**src/rtl/ldu_pkg.sv**
```systemverilog
package ldu_pkg;

  // Control bits carried with every instruction; bit order is part of the port encoding.
  typedef struct packed {
    logic branch;     // bit 3
    logic mem_write;  // bit 2
    logic mem_read;   // bit 1
    logic reg_write;  // bit 0
  } ctrl_t;

  localparam ctrl_t CTRL_NONE = '0;

  // Control word after an optional squash.
  function automatic ctrl_t ctrl_gate(ctrl_t c, logic kill);
    return kill ? CTRL_NONE : c;
  endfunction

  // A load is any instruction that reads data memory.
  function automatic logic ctrl_is_load(ctrl_t c);
    return c.mem_read;
  endfunction

endpackage

```
**src/rtl/ldu_detect.sv**
```systemverilog
module ldu_detect
  import ldu_pkg::*;
#(
  parameter int REG_W = 5
) (
  input  ctrl_t            ex_ctrl,
  input  logic [REG_W-1:0] ex_dst,
  input  logic [REG_W-1:0] dec_rs,
  input  logic [REG_W-1:0] dec_rt,
  output logic             hazard
);

  // Target register is live (register 0 is hardwired and never produced).
  function automatic logic target_live(logic [REG_W-1:0] tgt);
    return tgt != '0;
  endfunction

  // Either source field of the decoding instruction names the target.
  function automatic logic source_hit(logic [REG_W-1:0] tgt, logic [REG_W-1:0] a,
                                      logic [REG_W-1:0] b);
    return (tgt == a) || (tgt == b);
  endfunction

  logic load_in_ex;
  logic live_tgt;
  logic src_match;

  assign load_in_ex = ctrl_is_load(ex_ctrl);
  assign live_tgt   = target_live(ex_dst);
  assign src_match  = source_hit(ex_dst, dec_rs, dec_rt);
  assign hazard     = load_in_ex && live_tgt && src_match;

  always_comb begin
    if ((load_in_ex === 1'b1) && (ex_dst == '0)) begin
      AST_ZERO_TARGET_QUIET: assert (hazard == 1'b0);
    end
    if (load_in_ex === 1'b0) begin
      AST_NONLOAD_QUIET: assert (hazard == 1'b0);
    end
  end

endmodule

```
**src/rtl/ldu_fetch.sv**
```systemverilog
module ldu_fetch #(
  parameter int PC_W    = 16,
  parameter int PC_STEP = 4
) (
  input  logic            clk,
  input  logic            rst,
  input  logic            pc_we,
  output logic [PC_W-1:0] pc
);

  localparam logic [PC_W-1:0] STEP_V = PC_W'(PC_STEP);

  function automatic logic [PC_W-1:0] pc_next(logic [PC_W-1:0] cur, logic we);
    return we ? cur + STEP_V : cur;
  endfunction

  always_ff @(posedge clk) begin
    if (rst) pc <= '0;
    else     pc <= pc_next(pc, pc_we);
  end

  AST_PC_STEP: assert property (@(posedge clk) disable iff (rst)
    (pc_we && !$past(rst)) |=> (pc == $past(pc) + STEP_V));

endmodule

```
**src/rtl/ldu_decode_reg.sv**
```systemverilog
module ldu_decode_reg
  import ldu_pkg::*;
#(
  parameter int TAG_W = 8,
  parameter int REG_W = 5
) (
  input  logic             clk,
  input  logic             rst,
  input  logic             en,
  input  logic [TAG_W-1:0] d_tag,
  input  logic [REG_W-1:0] d_rs,
  input  logic [REG_W-1:0] d_rt,
  input  logic [REG_W-1:0] d_dst,
  input  ctrl_t            d_ctrl,
  output logic             q_valid,
  output logic [TAG_W-1:0] q_tag,
  output logic [REG_W-1:0] q_rs,
  output logic [REG_W-1:0] q_rt,
  output logic [REG_W-1:0] q_dst,
  output ctrl_t            q_ctrl
);

  always_ff @(posedge clk) begin
    if (rst) begin
      q_valid <= 1'b0;
      q_tag   <= '0;
      q_rs    <= '0;
      q_rt    <= '0;
      q_dst   <= '0;
      q_ctrl  <= CTRL_NONE;
    end else if (en) begin
      q_valid <= 1'b1;
      q_tag   <= d_tag;
      q_rs    <= d_rs;
      q_rt    <= d_rt;
      q_dst   <= d_dst;
      q_ctrl  <= d_ctrl;
    end
  end

  AST_IFID_HOLD: assert property (@(posedge clk) disable iff (rst)
    !en |=> ($stable(q_tag) && $stable(q_rs) && $stable(q_rt) && $stable(q_ctrl)));

endmodule

```
**src/rtl/ldu_flow_reg.sv**
```systemverilog
module ldu_flow_reg
  import ldu_pkg::*;
#(
  parameter int TAG_W = 8,
  parameter int REG_W = 5
) (
  input  logic             clk,
  input  logic             rst,
  input  logic             kill,
  input  logic             d_valid,
  input  logic [TAG_W-1:0] d_tag,
  input  logic [REG_W-1:0] d_dst,
  input  ctrl_t            d_ctrl,
  output logic             q_valid,
  output logic [TAG_W-1:0] q_tag,
  output logic [REG_W-1:0] q_dst,
  output ctrl_t            q_ctrl
);

  // Only valid and control are squashed; tag and destination pass as don't-care.
  always_ff @(posedge clk) begin
    if (rst) begin
      q_valid <= 1'b0;
      q_tag   <= '0;
      q_dst   <= '0;
      q_ctrl  <= CTRL_NONE;
    end else begin
      q_valid <= d_valid && !kill;
      q_tag   <= d_tag;
      q_dst   <= d_dst;
      q_ctrl  <= ctrl_gate(d_ctrl, kill);
    end
  end

  AST_KILL_EMPTIES: assert property (@(posedge clk) disable iff (rst)
    kill |=> (!q_valid && (q_ctrl == CTRL_NONE)));

endmodule

```
**src/rtl/load_use_guard.sv**
```systemverilog
module load_use_guard
  import ldu_pkg::*;
#(
  parameter int PC_W           = 16,
  parameter int PC_STEP        = 4,
  parameter int TAG_W          = 8,
  parameter int REG_W          = 5,
  parameter int POST_EX_STAGES = 2
) (
  input  logic             clk,
  input  logic             rst,
  input  logic [TAG_W-1:0] f_tag,
  input  logic [REG_W-1:0] f_rs,
  input  logic [REG_W-1:0] f_rt,
  input  logic [REG_W-1:0] f_dst,
  input  logic [3:0]       f_ctrl,
  output logic [PC_W-1:0]  pc,
  output logic             pc_wr_en,
  output logic             fd_wr_en,
  output logic             bubble,
  output logic             ex_valid,
  output logic [TAG_W-1:0] ex_tag,
  output logic [3:0]       ex_ctrl,
  output logic             wb_valid,
  output logic [TAG_W-1:0] wb_tag,
  output logic [REG_W-1:0] wb_dst,
  output logic [3:0]       wb_ctrl
);

  localparam int EX_IDX = 1;
  localparam int LAST   = EX_IDX + POST_EX_STAGES;

  // Fetch/decode register outputs.
  logic             fd_valid;
  logic [TAG_W-1:0] fd_tag;
  logic [REG_W-1:0] fd_rs;
  logic [REG_W-1:0] fd_rt;
  logic [REG_W-1:0] fd_dst;
  ctrl_t            fd_ctrl;

  // Stages from decode/execute to writeback.
  logic             in_valid [EX_IDX:LAST];
  logic [TAG_W-1:0] in_tag   [EX_IDX:LAST];
  logic [REG_W-1:0] in_dst   [EX_IDX:LAST];
  ctrl_t            in_ctrl  [EX_IDX:LAST];
  logic             st_valid [EX_IDX:LAST];
  logic [TAG_W-1:0] st_tag   [EX_IDX:LAST];
  logic [REG_W-1:0] st_dst   [EX_IDX:LAST];
  ctrl_t            st_ctrl  [EX_IDX:LAST];

  logic stall;

  ldu_detect #(.REG_W(REG_W)) i_detect (
    .ex_ctrl (st_ctrl[EX_IDX]),
    .ex_dst  (st_dst[EX_IDX]),
    .dec_rs  (fd_rs),
    .dec_rt  (fd_rt),
    .hazard  (stall)
  );

  assign pc_wr_en = !stall;
  assign fd_wr_en = !stall;
  assign bubble   = stall;

  ldu_fetch #(.PC_W(PC_W), .PC_STEP(PC_STEP)) i_fetch (
    .clk   (clk),
    .rst   (rst),
    .pc_we (pc_wr_en),
    .pc    (pc)
  );

  ldu_decode_reg #(.TAG_W(TAG_W), .REG_W(REG_W)) i_fd (
    .clk     (clk),
    .rst     (rst),
    .en      (fd_wr_en),
    .d_tag   (f_tag),
    .d_rs    (f_rs),
    .d_rt    (f_rt),
    .d_dst   (f_dst),
    .d_ctrl  (ctrl_t'(f_ctrl)),
    .q_valid (fd_valid),
    .q_tag   (fd_tag),
    .q_rs    (fd_rs),
    .q_rt    (fd_rt),
    .q_dst   (fd_dst),
    .q_ctrl  (fd_ctrl)
  );

  for (genvar k = EX_IDX; k <= LAST; k++) begin : g_stage
    localparam bit IS_EX = (k == EX_IDX);
    if (IS_EX) begin : g_src_fd
      assign in_valid[k] = fd_valid;
      assign in_tag[k]   = fd_tag;
      assign in_dst[k]   = fd_dst;
      assign in_ctrl[k]  = fd_ctrl;
    end else begin : g_src_prev
      assign in_valid[k] = st_valid[k-1];
      assign in_tag[k]   = st_tag[k-1];
      assign in_dst[k]   = st_dst[k-1];
      assign in_ctrl[k]  = st_ctrl[k-1];
    end
    ldu_flow_reg #(.TAG_W(TAG_W), .REG_W(REG_W)) i_reg (
      .clk     (clk),
      .rst     (rst),
      .kill    (IS_EX ? stall : 1'b0),
      .d_valid (in_valid[k]),
      .d_tag   (in_tag[k]),
      .d_dst   (in_dst[k]),
      .d_ctrl  (in_ctrl[k]),
      .q_valid (st_valid[k]),
      .q_tag   (st_tag[k]),
      .q_dst   (st_dst[k]),
      .q_ctrl  (st_ctrl[k])
    );
  end

  assign ex_valid = st_valid[EX_IDX];
  assign ex_tag   = st_tag[EX_IDX];
  assign ex_ctrl  = st_ctrl[EX_IDX];
  assign wb_valid = st_valid[LAST];
  assign wb_tag   = st_tag[LAST];
  assign wb_dst   = st_dst[LAST];
  assign wb_ctrl  = st_ctrl[LAST];

  AST_PC_FROZEN: assert property (@(posedge clk) disable iff (rst)
    stall |=> (pc == $past(pc)));
  AST_BUBBLE_EMPTIES: assert property (@(posedge clk) disable iff (rst)
    stall |=> (!ex_valid && (ex_ctrl == 4'b0000)));
  AST_ONE_BUBBLE: assert property (@(posedge clk) disable iff (rst)
    stall |=> !stall);
  AST_RESET_QUIET: assert property (@(posedge clk) disable iff (rst)
    $past(rst) |-> ((pc == '0) && !stall && !ex_valid && !wb_valid));

endmodule

```
**config.mk**
```make
export PLATFORM = sky130hd
export DESIGN_NAME = load_use_guard
export DESIGN_NICKNAME = d
export VERILOG_FILES = /design/src/rtl/ldu_pkg.sv /design/src/rtl/ldu_detect.sv /design/src/rtl/ldu_fetch.sv /design/src/rtl/ldu_decode_reg.sv /design/src/rtl/ldu_flow_reg.sv /design/src/rtl/load_use_guard.sv
export SDC_FILE = /design/constraint.sdc
export NUM_CORES = 1
export LEC_CHECK = 0
export CORE_AREA = 10 10 115 117
export CTS_CLUSTER_SIZE = 40
export DETAILED_ROUTE_END_ITERATION = 8
export DIE_AREA = 0 0 125 127
export PLACE_DENSITY = 0.64
export SYNTH_ARGS = -nofsm -noshare
export SYNTH_HDL_FRONTEND = slang
export SYNTH_SLANG_ARGS = --single-unit
```
**constraint.sdc**
```tcl
create_clock -name clk -period 1.84 [get_ports clk]
set_input_delay 0.184 -clock clk [delete_from_list [all_inputs] [get_ports clk]]
set_output_delay 0.184 -clock clk [all_outputs]
set_load 0.03 [all_outputs]
```
# [Word level (Yosys, flattened, before mapping)]
# Index checks and enable logic that the tools add are counted.
[classes] shifts=0 n_bitwise=0 n_eq_ne=2 multipliers=0 n_lt_le_gt_ge=0 addsub=1 n_div=0 n_reduce_logical=7 mux=0
[op_table] cell="16-bit by 3-bit adder with 16-bit output (second input constant)" count=1
[op_table] cell="5-bit == test" count=2
[op_table] cell="5-bit nonzero test" count=1
[op_table] cell="1-bit logical AND" count=3
[op_table] cell="2-bit OR reduction" count=1
[op_table] cell="1-bit zero test" count=1
[op_table] cell="1-bit logical OR" count=1
[word_totals] n_memories=0 output_inout_bits=50 latchBits=0 ff_bits=98 mem_bits_rw=0 elab_cells=41 input_bits=29 mem_bits_ro=0

# [Depth between registers and ports, before layout]
[depth] word_depth=5 ltp_mapped=9 depth_no_buf=7

# [Modules after synthesis]
# From an unflattened synthesis, not the netlist that was laid out.
[unflattened] hier_cells=295 hier_area_um2=3384.5
[by_module_without_submodules] mod="ldu_flow_reg" area_each_um2=523.0 cells_per_inst=37 seq_area_each_um2=360.3 n_inst=3
[by_module_without_submodules] mod="ldu_decode_reg" area_each_um2=1006.0 cells_per_inst=90 seq_area_each_um2=560.5 n_inst=1
[by_module_without_submodules] mod="ldu_fetch" area_each_um2=669.4 cells_per_inst=74 seq_area_each_um2=280.3 n_inst=1
[by_module_without_submodules] mod="ldu_detect" area_each_um2=125.1 cells_per_inst=17 seq_area_each_um2=0.0 n_inst=1
[by_module_without_submodules] mod="load_use_guard" area_each_um2=15.0 cells_per_inst=3 seq_area_each_um2=0.0 n_inst=1

# [Worst setup path after synthesis]
# Ideal clock, no wire load.
[synth_timing] path_type="register to register" startpoint="register g_stage[1].i_reg.q_dst[0]" endpoint="register i_fetch.pc[15]" setup_time_ns=0.121 path_buffers=0 t_arrival_ns=1.875 synth_period_minus_slack_ns=1.996 stages_incl_launch_ff=7 setup_slack_ns=-0.156 required_time_ns=1.719 cell_sequence="dfxtp_1 or4_4 o21ai_2 or2_4 inv_4 nor4_1 mux2_2"
[synth_via] elab_chain_len=3 elab_cells_between_ends=6 classes_between="eq/ne: 2; reduce/logical: 4"
[synth_lines] element="start, declared" line="ldu_flow_reg.sv:16" text="output logic [REG_W-1:0] q_dst,"
[synth_lines] element="start signal, assigned" line="ldu_flow_reg.sv:30" text="q_dst <= d_dst;"
[synth_lines] element="5-bit == test / 5-bit nonzero test (equally long branches)" line="ldu_detect.sv:21, ldu_detect.sv:15"
[synth_lines] element="1-bit logical OR / 1-bit logical AND (equally long branches)" line="ldu_detect.sv:21, ldu_detect.sv:31"
[synth_lines] element="1-bit logical AND (*)" line="ldu_detect.sv:31" text="assign hazard = load_in_ex && live_tgt && src_match;"
[synth_lines] element="end signal, assigned" line="ldu_fetch.sv:19" text="else pc <= pc_next(pc, pc_we);"
[synth_lines] element="end, declared" line="ldu_fetch.sv:8" text="output logic [PC_W-1:0] pc"
# Mark *: on every way between the ends. The rest lies on a longest branch, timed or not.
# A chain may end at the register's enable or synchronous reset.

# [Worst setup path after layout]
[layout_timing] startpoint="register g_stage[1].i_reg.q_dst[0]" endpoint="register i_fetch.pc[6]"
# The elaborated chain is that of the path after synthesis.

==> reports/results.ini <==
[clock_tree]
cts_sinks = 96
clock_latency_ps = 330
cts_max_path_buffers = 2
cts_root_buf = clkbuf_16
cts-htree-levels = 3
cts_tree = built
numCtsBuffers = 9
clk_pin_slew_ps = 60

[synthesis]
synth_ff_type = dfxtp_1
async_reset_ff_share_pct = 0
synth_seq_cells = 96
synth_warnings = 0
yosysSeqAreaShare_pct = 59.5
netlist.area_leader.share_pct = 59.5
yosysUniqueCellTypes = 31
syn_area_mm2 = 0.00323
yosys.area.top_type = dfxtp_1
synth-edff-count = 0
post-synth-top-count-cell = dfxtp_1
synth_area_leaders = dfxtp_1 (59%), nor2b_1 (9.7%), mux2i_1 (8.7%), nor2_1 (4.0%), xor2_1 (3.0%)
synth_common_cells = dfxtp_1 (96), nor2b_1 (50), nor2_1 (34), mux2i_1 (28)
syn_avg_cell_area_um2 = 10.7
synthCells = 301

[cells_and_area]
stdcell_count = 538
num_antenna_cells = 0
drive_gt1_share_pct = 17.7
fin_nets = 421
area_growth_pct = 47.9

[timing]
finalSetupViolations = 40
fin_ws_ps = -165
layout_min_cycle_time_ps = 2000
hold_viol = 0
max_freq_ghz = 0.499
maxSlewViolCount = 0
worst_slew_pin_slew_ps = 564
finalClockSkew_ps = 5.38
max_slew_margin_pct = 62.4
rsz0062_at_grt = true
period_share_pct = 109

[power_and_ir_drop]
ir_worst_vdd_v = 0.000781
power_switching_mw = 0.968
clockPowerShare_pct = 42.6
fin_total_pwr_mw = 4.51
leakage_nw = 1.77
p_per_area_mw_per_mm2 = 944
seqPwrFrac_pct = 48.8
swShare_pct = 21.5
p_int_mw = 3.54
power_frac_comb_pct = 8.7

[floorplan]
top_level_ports = 79
initial_core_util_pct = 29.0
row_count = 39
fp.coreArea_mm2 = 0.0111
die_w_um = 125
die_h_um = 127
die-area_mm2 = 0.0159

[global_route]
grt_pass1_wl_um = 11500
grt_pass1_vias = 2394
antenna_found_initial = 0
gr-total-overflow = 0
grtUsageTotal_pct = 8.76
grt_max_degree = 51

[job]
drv_cap = 0

[setup_path]
crit_arrival_ps = 2270
worstPathRequired_ps = 2110
end_kind = register
critPathLaunchType = register
critical_path.max_fanout = 21
critPathKind = register to register

[worst_hold_path]
min_path_type = input port to register

[status]
violations = setup timing
status = finished, violations left

[place]
hpwl_um = 4990
gp_congestion = 0.753
dp.cells = 513
port_buffers = 76

[route]
via_per_inst = 4.35
drc_errors = 0
totalWireLength_um = 7170
dr.pass1.iters = 4
first_iter_violations = 89
num_vias = 2342
avgRoutedWirePerCell_um = 13.3
ant_nets = 0

-- what timing repair did --
item / in CTS / in global routing
endpoints found under the setup margin: 44 / 46
buffers inserted: 5 / 3
pin swaps: 10 / 6
cloned: 0 / 2
hold buffers: 0 / 0
gates resized for setup: 9 / 32
-- cell usage in the layout (no fill, tap or decap), types with 6 or more instances in the layout --
cell             instances
dfxtp_1                 93
clkdlybuf4s50_1         72
nor2b_1                 50
nor2_1                  33
mux2i_1                 27
xor2_1                  11
clkbuf_16               11
a21oi_2                 10
buf_4                    9
nand3_1                  7
buf_6                    6
-- cells by family (layout without fill, tap and decap cells) --
| group | after synthesis | count (layout) | share of synthesized area, % |
|---|---|---|---|
| simple gates | 118 | 118 | 20.1 |
| flops | 96 | 96 | 59.5 |
| mux | 29 | 29 | 9.02 |
| compound gates | 24 | 24 | 4.38 |
| buf+inv | 20 | 113 | 3.29 |
| xor+xnor | 12 | 12 | 3.25 |
| fa+ha+maj | 1 | 1 | 0.387 |
| other cells | 1 | 2 | 0.116 |
-- worst paths after layout --
check / start / endpoint / slack (ps) / cells after the start
min reg2reg: g_stage[2].i_reg.q_tag[1]$_SDFF_PP0_ / g_stage[3].i_reg.q_tag[1]$_SDFF_PP0_ / 430 / 1
max reg2reg: g_stage[1].i_reg.q_dst[0]$_SDFF_PP0_ / i_fetch.pc[6]$_SDFFE_PP0N_ / -160 / 8
min: rst / i_fd.q_ctrl[2]$_SDFFE_PP0N_ / 320 / 2
max: g_stage[1].i_reg.q_dst[0]$_SDFF_PP0_ / i_fetch.pc[6]$_SDFFE_PP0N_ / -160 / 8
-- stage by stage --
step                      area [um2]  hold slack, ps  setup slack, ps  util (%)  setup TNS (ps)
after floorplan                 3250             328            -93.6         -           -1620
after global placement          4190             419            -81.6      37.6            -886
after detailed placement        4190             422             -130      37.6           -3220
after CTS                       4580             289             -179      41.1           -3930
after global routing            4780             333             -248      42.9           -6920
final                           4780             321             -165      42.9           -2950
-- per-layer routing --
layer  GRT usage (%)  vias to the layer above  wire length, um
met5               0                        -                0
met4            3.73                        0              129
met3            3.72                       12              379
met2            15.1                       56             3580
met1            9.17                     1097             3070
li1                -                     1177                -
-- layout make-up --
cell class,instances,area (um2)
Inverter,2,15.0
Multi-Input combinational cell,186,1310
Sequential cell,96,1930
Tap cell,143,179
Timing Repair Buffer,96,1040
Fill cell,1082,6350
Clock inverter,5,82.6
Clock buffer,10,229
-- power groups by stage --
stage / clock network (mW) / logic [mW] / registers, mW
after global placement: 0 / 0.356 / 2.24
after CTS: 1.99 / 0.370 / 2.20
after detailed placement: 0 / 0.362 / 2.25
after global routing: 2.07 / 0.423 / 2.21
final: 1.92 / 0.390 / 2.20
after floorplan: 0 / 0.153 / 2.29
-- critical path, cell delays in order, from the launching register on --
cell	delay [ps]
dfxtp_2	320
or4_4	520
o21ai_2	140
or2_4	170
inv_8	40
buf_12	130
buf_12	160
or3_1	340
a21oi_2	130
-- sequential cells by signal, indices dropped and copies added, names as in the netlist --
name / cells
g_stage.i_reg.q_dst: 15
i_fd.q_ctrl: 4
i_fd.q_valid: 1
g_stage.i_reg.q_valid: 3
i_fd.q_rt: 5
g_stage.i_reg.q_tag: 24
i_fd.q_rs: 5
i_fd.q_tag: 8
g_stage.i_reg.q_ctrl: 12
i_fd.q_dst: 5
i_fetch.pc: 14
Power figures use the tool's default switching activity.
